**config.mk**
```make
export PLATFORM = sky130hd
export DESIGN_NAME = vram_prefetch_unit
export DESIGN_NICKNAME = d
export VERILOG_FILES = /design/src/rtl/vpf_pkg.sv /design/src/rtl/vpf_access_reg.sv /design/src/rtl/vpf_seq.sv /design/src/rtl/vpf_datapath.sv /design/src/rtl/vram_prefetch_unit.sv
export SDC_FILE = /design/constraint.sdc
export NUM_CORES = 1
export LEC_CHECK = 0
export ABC_CLOCK_PERIOD_IN_PS = 2070
export BUFFER_PORTS_ARGS = -buffer_cell sky130_fd_sc_hd__buf_2
export CORE_MARGIN = 3
export CORE_UTILIZATION = 40
export DETAILED_ROUTE_END_ITERATION = 8
export GPL_TIMING_DRIVEN = 0
export PLACE_DENSITY = 0.71
export SYNTH_ARGS = -nofsm -noshare
export SYNTH_HDL_FRONTEND = slang
export SYNTH_SLANG_ARGS = --single-unit
```
**constraint.sdc**
```tcl
create_clock -name clk -period 2.07 [get_ports clk]
set_input_delay 0.3105 -clock clk [delete_from_list [all_inputs] [get_ports clk]]
set_output_delay 0.3105 -clock clk [all_outputs]
set_load 0.005 [all_outputs]
```
**src/rtl/vpf_pkg.sv**
```systemverilog
package vpf_pkg;
    typedef enum logic [1:0] {ST_IDLE, ST_LOWBYTE, ST_HELD} vpf_state_e;
    typedef enum logic [2:0] {K_NONE, K_VWORD, K_VBYTE, K_PAL, K_VSCR} vpf_kind_e;

    localparam logic [1:0] SEL_VRAM = 2'd0;
    localparam logic [1:0] SEL_PAL  = 2'd1;
    localparam logic [1:0] SEL_VSCR = 2'd2;
    localparam logic [5:0] CODE_BYTE_RD = 6'h0C;
    localparam logic [5:0] CODE_RESET   = 6'h01;

    function automatic vpf_kind_e code_kind(input logic [5:0] code);
        vpf_kind_e k;
        unique case (code[3:0])
            4'h0:    k = K_VWORD;
            4'hC:    k = K_VBYTE;
            4'h8:    k = K_PAL;
            4'h4:    k = K_VSCR;
            default: k = K_NONE;
        endcase
        return k;
    endfunction
endpackage

```
**src/rtl/vpf_access_reg.sv**
```systemverilog
module vpf_access_reg
    import vpf_pkg::*;
#(
    parameter int AW = 16,
    parameter int IW = 8,
    parameter int CW = 6
) (
    input  logic          clk,
    input  logic          rst_n,
    input  logic          cmd_load,
    input  logic [CW-1:0] cmd_code,
    input  logic [AW-1:0] cmd_addr,
    input  logic          ctl_first,
    input  logic          byte_rd,
    input  logic          adv,
    input  logic [IW-1:0] inc,
    output logic [AW-1:0] addr,
    output logic [CW-1:0] code,
    output logic          ctl_pend
);
    localparam int PADW = AW - IW;

    always_ff @(posedge clk or negedge rst_n) begin
        if (!rst_n) begin
            addr     <= '0;
            code     <= CODE_RESET;
            ctl_pend <= 1'b0;
        end else if (cmd_load) begin
            addr     <= cmd_addr;
            code     <= cmd_code;
            ctl_pend <= 1'b0;
        end else if (byte_rd) begin
            code     <= CODE_BYTE_RD;
            ctl_pend <= 1'b0;
        end else begin
            if (ctl_first) ctl_pend <= 1'b1;
            if (adv)       addr <= addr + {{PADW{1'b0}}, inc};
        end
    end

    AST_BYTE_CODE: assert property (@(posedge clk) disable iff (!rst_n)
        (byte_rd && !cmd_load) |=> (code == CODE_BYTE_RD && !ctl_pend));

    AST_ADDR_STILL: assert property (@(posedge clk) disable iff (!rst_n)
        (!adv && !cmd_load) |=> $stable(addr));
endmodule

```
**src/rtl/vpf_seq.sv**
```systemverilog
module vpf_seq
    import vpf_pkg::*;
(
    input  logic       clk,
    input  logic       rst_n,
    input  vpf_kind_e  kind,
    input  logic       code_wr,
    input  logic       ctl_pend,
    input  logic       slot,
    input  logic       cmd_load,
    input  logic       byte_rd,
    input  logic       word_rd,
    output vpf_state_e state,
    output logic       fetch_go,
    output logic       step_hi,
    output logic       step_lo,
    output logic       step_one,
    output logic       adv,
    output logic       ready
);
    vpf_state_e state_nx;
    logic       eligible;

    always_ff @(posedge clk or negedge rst_n) begin
        if (!rst_n) state <= ST_IDLE;
        else        state <= state_nx;
    end

    always_comb begin
        state_nx = state;
        step_hi  = 1'b0;
        step_lo  = 1'b0;
        step_one = 1'b0;
        ready    = 1'b0;
        eligible = slot && !code_wr && !ctl_pend && !cmd_load && !byte_rd
                   && (kind != K_NONE);
        if (cmd_load || byte_rd) begin
            state_nx = ST_IDLE;                  // flush
        end else begin
            unique case (state)
                ST_IDLE: begin
                    if (eligible) begin
                        if (kind == K_VWORD) begin
                            step_hi  = 1'b1;     // fetch_hi
                            state_nx = ST_LOWBYTE;
                        end else begin
                            step_one = 1'b1;     // fetch_one
                            state_nx = ST_HELD;
                        end
                    end
                end
                ST_LOWBYTE: begin
                    if (eligible) begin
                        step_lo  = 1'b1;         // fetch_lo
                        state_nx = ST_HELD;
                    end
                end
                ST_HELD: begin
                    if (word_rd) begin
                        ready    = 1'b1;         // consume
                        state_nx = ST_IDLE;
                    end
                end
                default: state_nx = ST_IDLE;
            endcase
        end
        fetch_go = step_hi | step_lo | step_one;
        adv      = step_lo | step_one;
    end

    AST_HI_THEN_LOW: assert property (@(posedge clk) disable iff (!rst_n)
        step_hi |=> (state == ST_LOWBYTE));

    AST_READY_DROPS: assert property (@(posedge clk) disable iff (!rst_n)
        ready |=> !ready);

    AST_GO_NEEDS_SLOT: assert property (@(posedge clk) disable iff (!rst_n)
        fetch_go |-> (slot && !code_wr && !ctl_pend));

    AST_NO_FETCH_HELD: assert property (@(posedge clk) disable iff (!rst_n)
        (state == ST_HELD) |-> !fetch_go);
endmodule

```
**src/rtl/vpf_datapath.sv**
```systemverilog
module vpf_datapath
    import vpf_pkg::*;
#(
    parameter int          AW        = 16,
    parameter int          DW        = 16,
    parameter int          PAL_DEPTH = 64,
    parameter int          VS_DEPTH  = 40,
    parameter logic [15:0] PAL_MASK  = 16'h0EEE,
    parameter logic [15:0] VS_MASK   = 16'h07FF
) (
    input  logic          clk,
    input  logic          rst_n,
    input  vpf_kind_e     kind,
    input  vpf_state_e    state,
    input  logic [AW-1:0] addr,
    input  logic [DW-1:0] fifo_val,
    input  logic [DW-1:0] rdata,
    input  logic          step_hi,
    input  logic          step_lo,
    input  logic          step_one,
    output logic [1:0]    mem_sel,
    output logic [AW-1:0] mem_addr,
    output logic [DW-1:0] pf
);
    localparam int PAL_AW = $clog2(PAL_DEPTH);
    localparam int VS_RAW = 6;
    localparam int HB     = DW / 2;

    logic [AW-2:0]     half;
    logic [PAL_AW-1:0] pal_idx;
    logic [VS_RAW-1:0] vs_raw, vs_idx;

    always_comb begin
        half    = addr[AW-1:1];
        pal_idx = half[PAL_AW-1:0];
        vs_raw  = half[VS_RAW-1:0];
        vs_idx  = ({26'd0, vs_raw} >= 32'(VS_DEPTH)) ? '0 : vs_raw;
        mem_sel  = SEL_VRAM;
        mem_addr = addr;
        unique case (kind)
            K_VWORD: mem_addr = (state == ST_LOWBYTE) ? (addr | AW'(1)) : (addr & ~AW'(1));
            K_VBYTE: mem_addr = addr ^ AW'(1);
            K_PAL: begin
                mem_sel  = SEL_PAL;
                mem_addr = {{(AW-PAL_AW){1'b0}}, pal_idx};
            end
            K_VSCR: begin
                mem_sel  = SEL_VSCR;
                mem_addr = {{(AW-VS_RAW){1'b0}}, vs_idx};
            end
            default: ;
        endcase
    end

    always_ff @(posedge clk or negedge rst_n) begin
        if (!rst_n) begin
            pf <= '0;
        end else if (step_hi) begin
            pf <= {rdata[HB-1:0], {HB{1'b0}}};
        end else if (step_lo) begin
            pf <= {pf[DW-1:HB], pf[HB-1:0] | rdata[HB-1:0]};
        end else if (step_one) begin
            unique case (kind)
                K_PAL:   pf <= (rdata & PAL_MASK) | (fifo_val & ~PAL_MASK);
                K_VSCR:  pf <= (rdata & VS_MASK) | (fifo_val & ~VS_MASK);
                default: pf <= {fifo_val[DW-1:HB], rdata[HB-1:0]};
            endcase
        end
    end

    AST_VS_RANGE: assert property (@(posedge clk) disable iff (!rst_n)
        (step_one && mem_sel == SEL_VSCR) |-> (32'(mem_addr) < VS_DEPTH));

    AST_PAL_RANGE: assert property (@(posedge clk) disable iff (!rst_n)
        (step_one && mem_sel == SEL_PAL) |-> (32'(mem_addr) < PAL_DEPTH));

    AST_HELD_STABLE: assert property (@(posedge clk) disable iff (!rst_n)
        (state == ST_HELD && $past(state) == ST_HELD) |-> $stable(pf));
endmodule

```
**src/rtl/vram_prefetch_unit.sv**
```systemverilog
module vram_prefetch_unit
    import vpf_pkg::*;
#(
    parameter int          AW        = 16,
    parameter int          DW        = 16,
    parameter int          IW        = 8,
    parameter int          CW        = 6,
    parameter int          PAL_DEPTH = 64,
    parameter int          VS_DEPTH  = 40,
    parameter logic [15:0] PAL_MASK  = 16'h0EEE,
    parameter logic [15:0] VS_MASK   = 16'h07FF
) (
    input  logic          clk,
    input  logic          rst_n,
    input  logic          cmd_load,
    input  logic [CW-1:0] cmd_code,
    input  logic [AW-1:0] cmd_addr,
    input  logic          ctl_first,
    input  logic [IW-1:0] auto_inc,
    input  logic [DW-1:0] fifo_slot_val,
    input  logic          mem_slot,
    output logic          mem_en,
    output logic [1:0]    mem_sel,
    output logic [AW-1:0] mem_addr,
    input  logic [DW-1:0] mem_rdata,
    input  logic          host_rd_word,
    input  logic          host_rd_byte,
    output logic          host_rd_ready,
    output logic [DW-1:0] host_rd_data
);
    logic [AW-1:0] addr;
    logic [CW-1:0] code;
    logic          ctl_pend;
    vpf_state_e    state;
    vpf_kind_e     kind;
    logic          step_hi, step_lo, step_one, adv;

    assign kind = code_kind(code);

    vpf_access_reg #(.AW(AW), .IW(IW), .CW(CW)) u_acc (
        .clk(clk), .rst_n(rst_n), .cmd_load(cmd_load), .cmd_code(cmd_code),
        .cmd_addr(cmd_addr), .ctl_first(ctl_first), .byte_rd(host_rd_byte),
        .adv(adv), .inc(auto_inc), .addr(addr), .code(code), .ctl_pend(ctl_pend)
    );

    vpf_seq u_seq (
        .clk(clk), .rst_n(rst_n), .kind(kind), .code_wr(code[0]),
        .ctl_pend(ctl_pend), .slot(mem_slot), .cmd_load(cmd_load),
        .byte_rd(host_rd_byte), .word_rd(host_rd_word), .state(state),
        .fetch_go(mem_en), .step_hi(step_hi), .step_lo(step_lo),
        .step_one(step_one), .adv(adv), .ready(host_rd_ready)
    );

    vpf_datapath #(.AW(AW), .DW(DW), .PAL_DEPTH(PAL_DEPTH), .VS_DEPTH(VS_DEPTH),
                   .PAL_MASK(PAL_MASK), .VS_MASK(VS_MASK)) u_dp (
        .clk(clk), .rst_n(rst_n), .kind(kind), .state(state), .addr(addr),
        .fifo_val(fifo_slot_val), .rdata(mem_rdata), .step_hi(step_hi),
        .step_lo(step_lo), .step_one(step_one), .mem_sel(mem_sel),
        .mem_addr(mem_addr), .pf(host_rd_data)
    );

    AST_EN_IN_SLOT: assert property (@(posedge clk) disable iff (!rst_n)
        mem_en |-> mem_slot);

    AST_LOAD_FLUSH: assert property (@(posedge clk) disable iff (!rst_n)
        cmd_load |=> (!host_rd_ready && state == ST_IDLE));
endmodule

```
# Yosys cells after proc, flatten, opt, wreduce, memory -nomap -nowiden
# Index checks and enable logic that the tools add are counted.
# op_classes
addsub	1
mul	0
div	0
n_lt_le_gt_ge	1
eq_ne	14
shift	0
n_mux	37
bitwise_logic	7
reduce_logical	21
# op_table
operator	count
$mux W16	6
$pmux W16 S4	1
$pmux W16 S2	1
$mux W1	18
$add A16 B8 Y16	1
$or A11 B16 Y16	1
$or A12 B16 Y16	1
$pmux W3 S4	1
$mux W2	5
$reduce_bool A3 Y1	3
$eq A4 B4 Y1 const B	2
$mux W4	2
$or A8 B8 Y8	1
$eq A3 B2 Y1 const B	2
$ge A6 B6 Y1 const B	1
$mux W6	1
$pmux W2 S3	1
$reduce_bool A2 Y1	3
$logic_and A1 B1 Y1	5
$eq A4 B3 Y1 const B	1
$logic_not A1 Y1	4
$logic_not A4 Y1	1
$ne A2 B2 Y1 const B	2
$pmux W2 S2	1
other kinds (13)	16
# word_totals
reg_bits	39
latchBits	0
ramBits	0
rom_bits	0
input_bits	69
out_inout_bits	36
elab_cells	87
memories	0

# Longest topological paths before layout
# logic_depth
ltp_word	13
mapped_depth	9
mapped_depth_nobuf	9

# By module
# From an unflattened synthesis, not the netlist that was laid out.
# unflattened
cells_unflattened	320
area_unflattened_um2	2813.9
# by_module_without_submodules
module	instances	cells_per_inst	area_per_inst_um2	seq_area_each_um2
vpf_access_reg	1	168	1542.7	576.8
vpf_datapath	1	124	1056.0	400.4
vpf_seq	1	25	187.7	50.0
vram_prefetch_unit	1	3	27.5	0.0

# Least setup slack after synthesis
# OpenSTA, ideal clock, no wires.
# synth_path
path_kind	register to register
startpoint	register u_acc.addr[0]
endpoint	register u_acc.addr[14]
arrival_time_ns	2.144
setup_slack_ns	-0.143
stages_incl_launch_ff	10
synth_period_minus_slack_ns	2.213
path_cell_list	dfrtp_1 -> ha_1 -> inv_1 -> fa_1 -> nor2b_1 -> o2111ai_1 -> a31oi_1 -> nor2_1 -> or4_1 -> nand3_1
# synth_between
elab_chain_len	4
# synth_rtl
element	line	source
start: declaration	vpf_access_reg.sv:17	output logic [AW-1:0] addr,
start signal: assignment	vpf_access_reg.sv:29	addr <= cmd_addr;
start signal: assignment	vpf_access_reg.sv:37	if (adv) addr <= addr + {{PADW{1'b0}}, inc};
$add A16 B8 Y16	vpf_access_reg.sv:37	
$mux W16	vpf_access_reg.sv:37	
$mux W16	vpf_access_reg.sv:32	end else if (byte_rd) begin
$mux W16	vpf_access_reg.sv:28	end else if (cmd_load) begin
# Every way passes these cells. The select of a mux whose other input is x is not followed.
# A chain may end at the register's enable or synchronous reset.

# Worst setup path in the final report
# Same ends and word-level chain as after synthesis.

==> flow_metrics.env <==
export IMPL_run_status="complete, but fails checks"
export IMPL_violations="setup timing"
export IMPL_async_flop_share=1.000
export IMPL_tritoncts="yes"
export IMPL_synth_top_area_frac=0.3836
export IMPL_vias_per_cell=5.548
export IMPL_yosys_area_top_type="dfrtp_1"
export IMPL_cts_root_buffer="clkbuf_8"
export IMPL_fin_crit_ns=2.112
export IMPL_multiInputGateArea_um2=1575
export IMPL_drc=0
export IMPL_clkSinkCount=39
export IMPL_synth_cell_type_count=53
export IMPL_clk_latency_ns=0.30
export IMPL_start_kind="flip-flop"
export IMPL_busiest_layer="met2"
export IMPL_antenna_found_initial=0
export IMPL_worst_slack_ns=-0.04233
export IMPL_h_tree_depth=2
export IMPL_final_antenna_net_count=0
export IMPL_finalSetupViolCount=2
export IMPL_cts_hold_buf=0
export IMPL_port_buffers=91
export IMPL_dr_total_vias=2552
export IMPL_wl_per_cell_um=16.79
export IMPL_dp_slack_ns=-0.2913
export IMPL_final_layout_size_suffix_gt1_frac=0.4208
export IMPL_grt_use_met3=0.03337
export IMPL_end_kind="flip-flop"
export IMPL_syn_nets=345
export IMPL_fin_util=0.5790
export IMPL_ys_seq_area_frac=0.3942
export IMPL_finalNonFillerCells=460
export IMPL_synth_cells=267
export IMPL_peakVddDrop_mv=0.3068
export IMPL_yosysWarnings=0
export IMPL_first_pass_iters=4
export IMPL_crit_fanout=3
export IMPL_track_usage=0.2073
export IMPL_initial_core_util=0.4162
export IMPL_cts_reportedPaths_clkPinSlew_ns=0.09
export IMPL_ys_flop_type="dfrtp_1"
export IMPL_nNetsFinal=462
export IMPL_chipHeight_um=84.72
export IMPL_p_leak_nw=1.625
export IMPL_fin_crit_sh=1.020
export IMPL_skew_ns=0.01135
export IMPL_use_met1=0.2851
export IMPL_maxCapViolCount=0
export IMPL_die_x_um=84.72
export IMPL_grt_overflow=0
export IMPL_synth_edff_count=0
export IMPL_grt_pass1_vias=2466
export IMPL_worstMarginPinSlew_ns=0.8860
export IMPL_area_growth_syn_to_layout_pct=39.12
export IMPL_n_antenna_cell=0
export IMPL_clk_path_buf_depth=2
export IMPL_synth_area_leaders="dfrtp_1, o21ai_0, a22o_1"
export IMPL_maxSlewHeadroom=0.4093
export IMPL_hold_viol_final=0
export IMPL_grt_first_pass_wirelength_um=12070
export IMPL_hold_path_class="in2async"
export IMPL_p_per_area_nw_per_um2=681.4
export IMPL_num_rows=28
export IMPL_drt_iter0_drc=187
export IMPL_numCtsBuffers=5
export IMPL_io_pins=105
export IMPL_grt_max_degree=40
export IMPL_gp_congestion=0.8328
export IMPL_placed_cells=433
export IMPL_core_area_um2=5956
export IMPL_critical_path_required_ns=2.30
export IMPL_worst_setup_path_type="reg2reg"
export IMPL_grt_util_met2=0.3367
export IMPL_synthesis_area_um2=2479
export IMPL_finalMaxSlewViolations=0
export IMPL_die_area_um2=7177
export IMPL_num_fill_cells=543
export IMPL_seq_area_um2=982.2
export IMPL_dp_hpwl_um=5290
export IMPL_fmax_mhz=473.4
export IMPL_crit_arrival_ns=2.34
export IMPL_drt_total_wl_um=7724
export IMPL_rsz0062_at_grt="yes"
export IMPL_avgSynthCellArea_um2=9.283
export IMPL_ys_ff_latch=39
==> where the power goes <==
group	internal, mW	leakage, nW	switching [mW]
registers	0.889	0.479	0.0954
clock network	0.235	0.0402	0.298
logic	0.416	1.11	0.417
==> cell usage after synthesis (5+ instances only) <==
| master | number |
|---|---|
| ha_1 | 8 |
| nor2_1 | 19 |
| nand2_1 | 28 |
| nor2b_1 | 6 |
| a22o_1 | 14 |
| and2_1 | 11 |
| nand3_1 | 6 |
| inv_1 | 8 |
| mux2i_1 | 12 |
| a21oi_1 | 15 |
| o211ai_1 | 7 |
| a22oi_1 | 5 |
| clkbuf_1 | 7 |
| o21ai_0 | 27 |
| dfrtp_1 | 38 |
==> area by class of cell <==
| class | instances | share of cell area |
|---|---|---|
| clock buffer | 5 | 0.01996 |
| buffer | 11 | 0.01959 |
| timing repair buffer | 109 | 0.1771 |
| tap | 75 | 0.02721 |
| clock inverter | 3 | 0.005806 |
| sequential | 39 | 0.2848 |
| multi-input combinational | 210 | 0.4568 |
| inverter | 8 | 0.008708 |
==> per-stage QoR <==
step           power, mW  setup TNS, ns  cell area, µm²  hold slack [ns]
6_report           2.350       -0.08076            3448           0.1148
5_1_grt            2.489        -0.5369            3448           0.2023
4_1_cts            2.309        -0.2171            3326           0.1542
3_5_place_dp       1.696         -2.999            3048           0.4672
3_3_place_gp       1.677         -2.136            3048           0.4556
2_1_floorplan      1.391       -0.04133            2499          0.01491
==> worst max-delay path, stage by stage, from the launching register on <==
cell       delay (ns)
dfrtp_1          0.39
ha_4             0.15
inv_2            0.04
fa_2             0.38
nor2b_4          0.16
o2111ai_4        0.14
a31oi_4          0.23
nor2_4           0.06
or4_1            0.41
nand3_1          0.09
==> cell usage in the layout (no fill, tap or decap), types with 3 or more instances in the layout <==
cell       n
buf_2     92
dfrtp_1   34
nand2_1   28
o21ai_0   25
buf_4     17
nor2_1    15
a22o_1    14
a21oi_1   13
mux2i_1   12
and2_1    10
inv_1      7
o211ai_1   7
nand3_1    6
a22oi_1    5
ha_1       5
clkbuf_8   5
nor2_2     4
nor3_1     4
clkbuf_1   4
buf_6      4
dfrtp_2    4
nor2b_2    3
nand2b_1   3
and3_1     3
==> routing by layer <==
layer / wire length [µm] / up-vias
li1: - / 1214
met1: 3376 / 1243
met2: 3801 / 83
met3: 450 / 12
met4: 97 / 0
met5: 0 / -
==> state kept, by name, indices dropped and copies added (netlist names) <==
register,flops
u_seq.state,2
u_acc.code,4
u_acc.ctl_pend,1
u_acc.addr,16
u_dp.pf,16
==> worst paths after layout <==
path | startpoint | slack [ns] | cells past startpoint | endpoint
setup / recovery | u_acc.addr[0] | -0.04 | 9 | u_acc.addr[14]
max in group asynchronous | rst_n | 1.32 | 1 | u_acc.code[1]
hold / removal | rst_n | 0.11 | 1 | u_dp.pf[11]
hold reg to reg | u_dp.pf[10] | 0.49 | 2 | u_dp.pf[10]
setup reg to reg | u_acc.addr[0] | -0.04 | 9 | u_acc.addr[14]
min in group clk | ctl_first | 0.22 | 3 | u_acc.ctl_pend
==> cell families (layout without fill, tap and decap cells) <==
kind of cell | Yosys count | after routing | share of synthesized area
AO/OA/AOI/OAI | 85 | 85 | 0.2292
flip-flops | 39 | 39 | 0.3942
XOR/XNOR | 4 | 4 | 0.01414
AND/OR/NAND/NOR | 97 | 99 | 0.2236
adder cells (fa/ha/maj) | 9 | 9 | 0.04846
multiplexers | 13 | 13 | 0.05301
buffers and inverters | 20 | 136 | 0.03736
==> what timing repair did <==
action | CTS | global route
resized for setup | 21 | 22
endpoints found under the setup margin | 27 | 37
pin swaps | 15 | 9
setup buffers | 12 | 5
cloned | 2 | 1
Power figures use the tool's default switching activity.
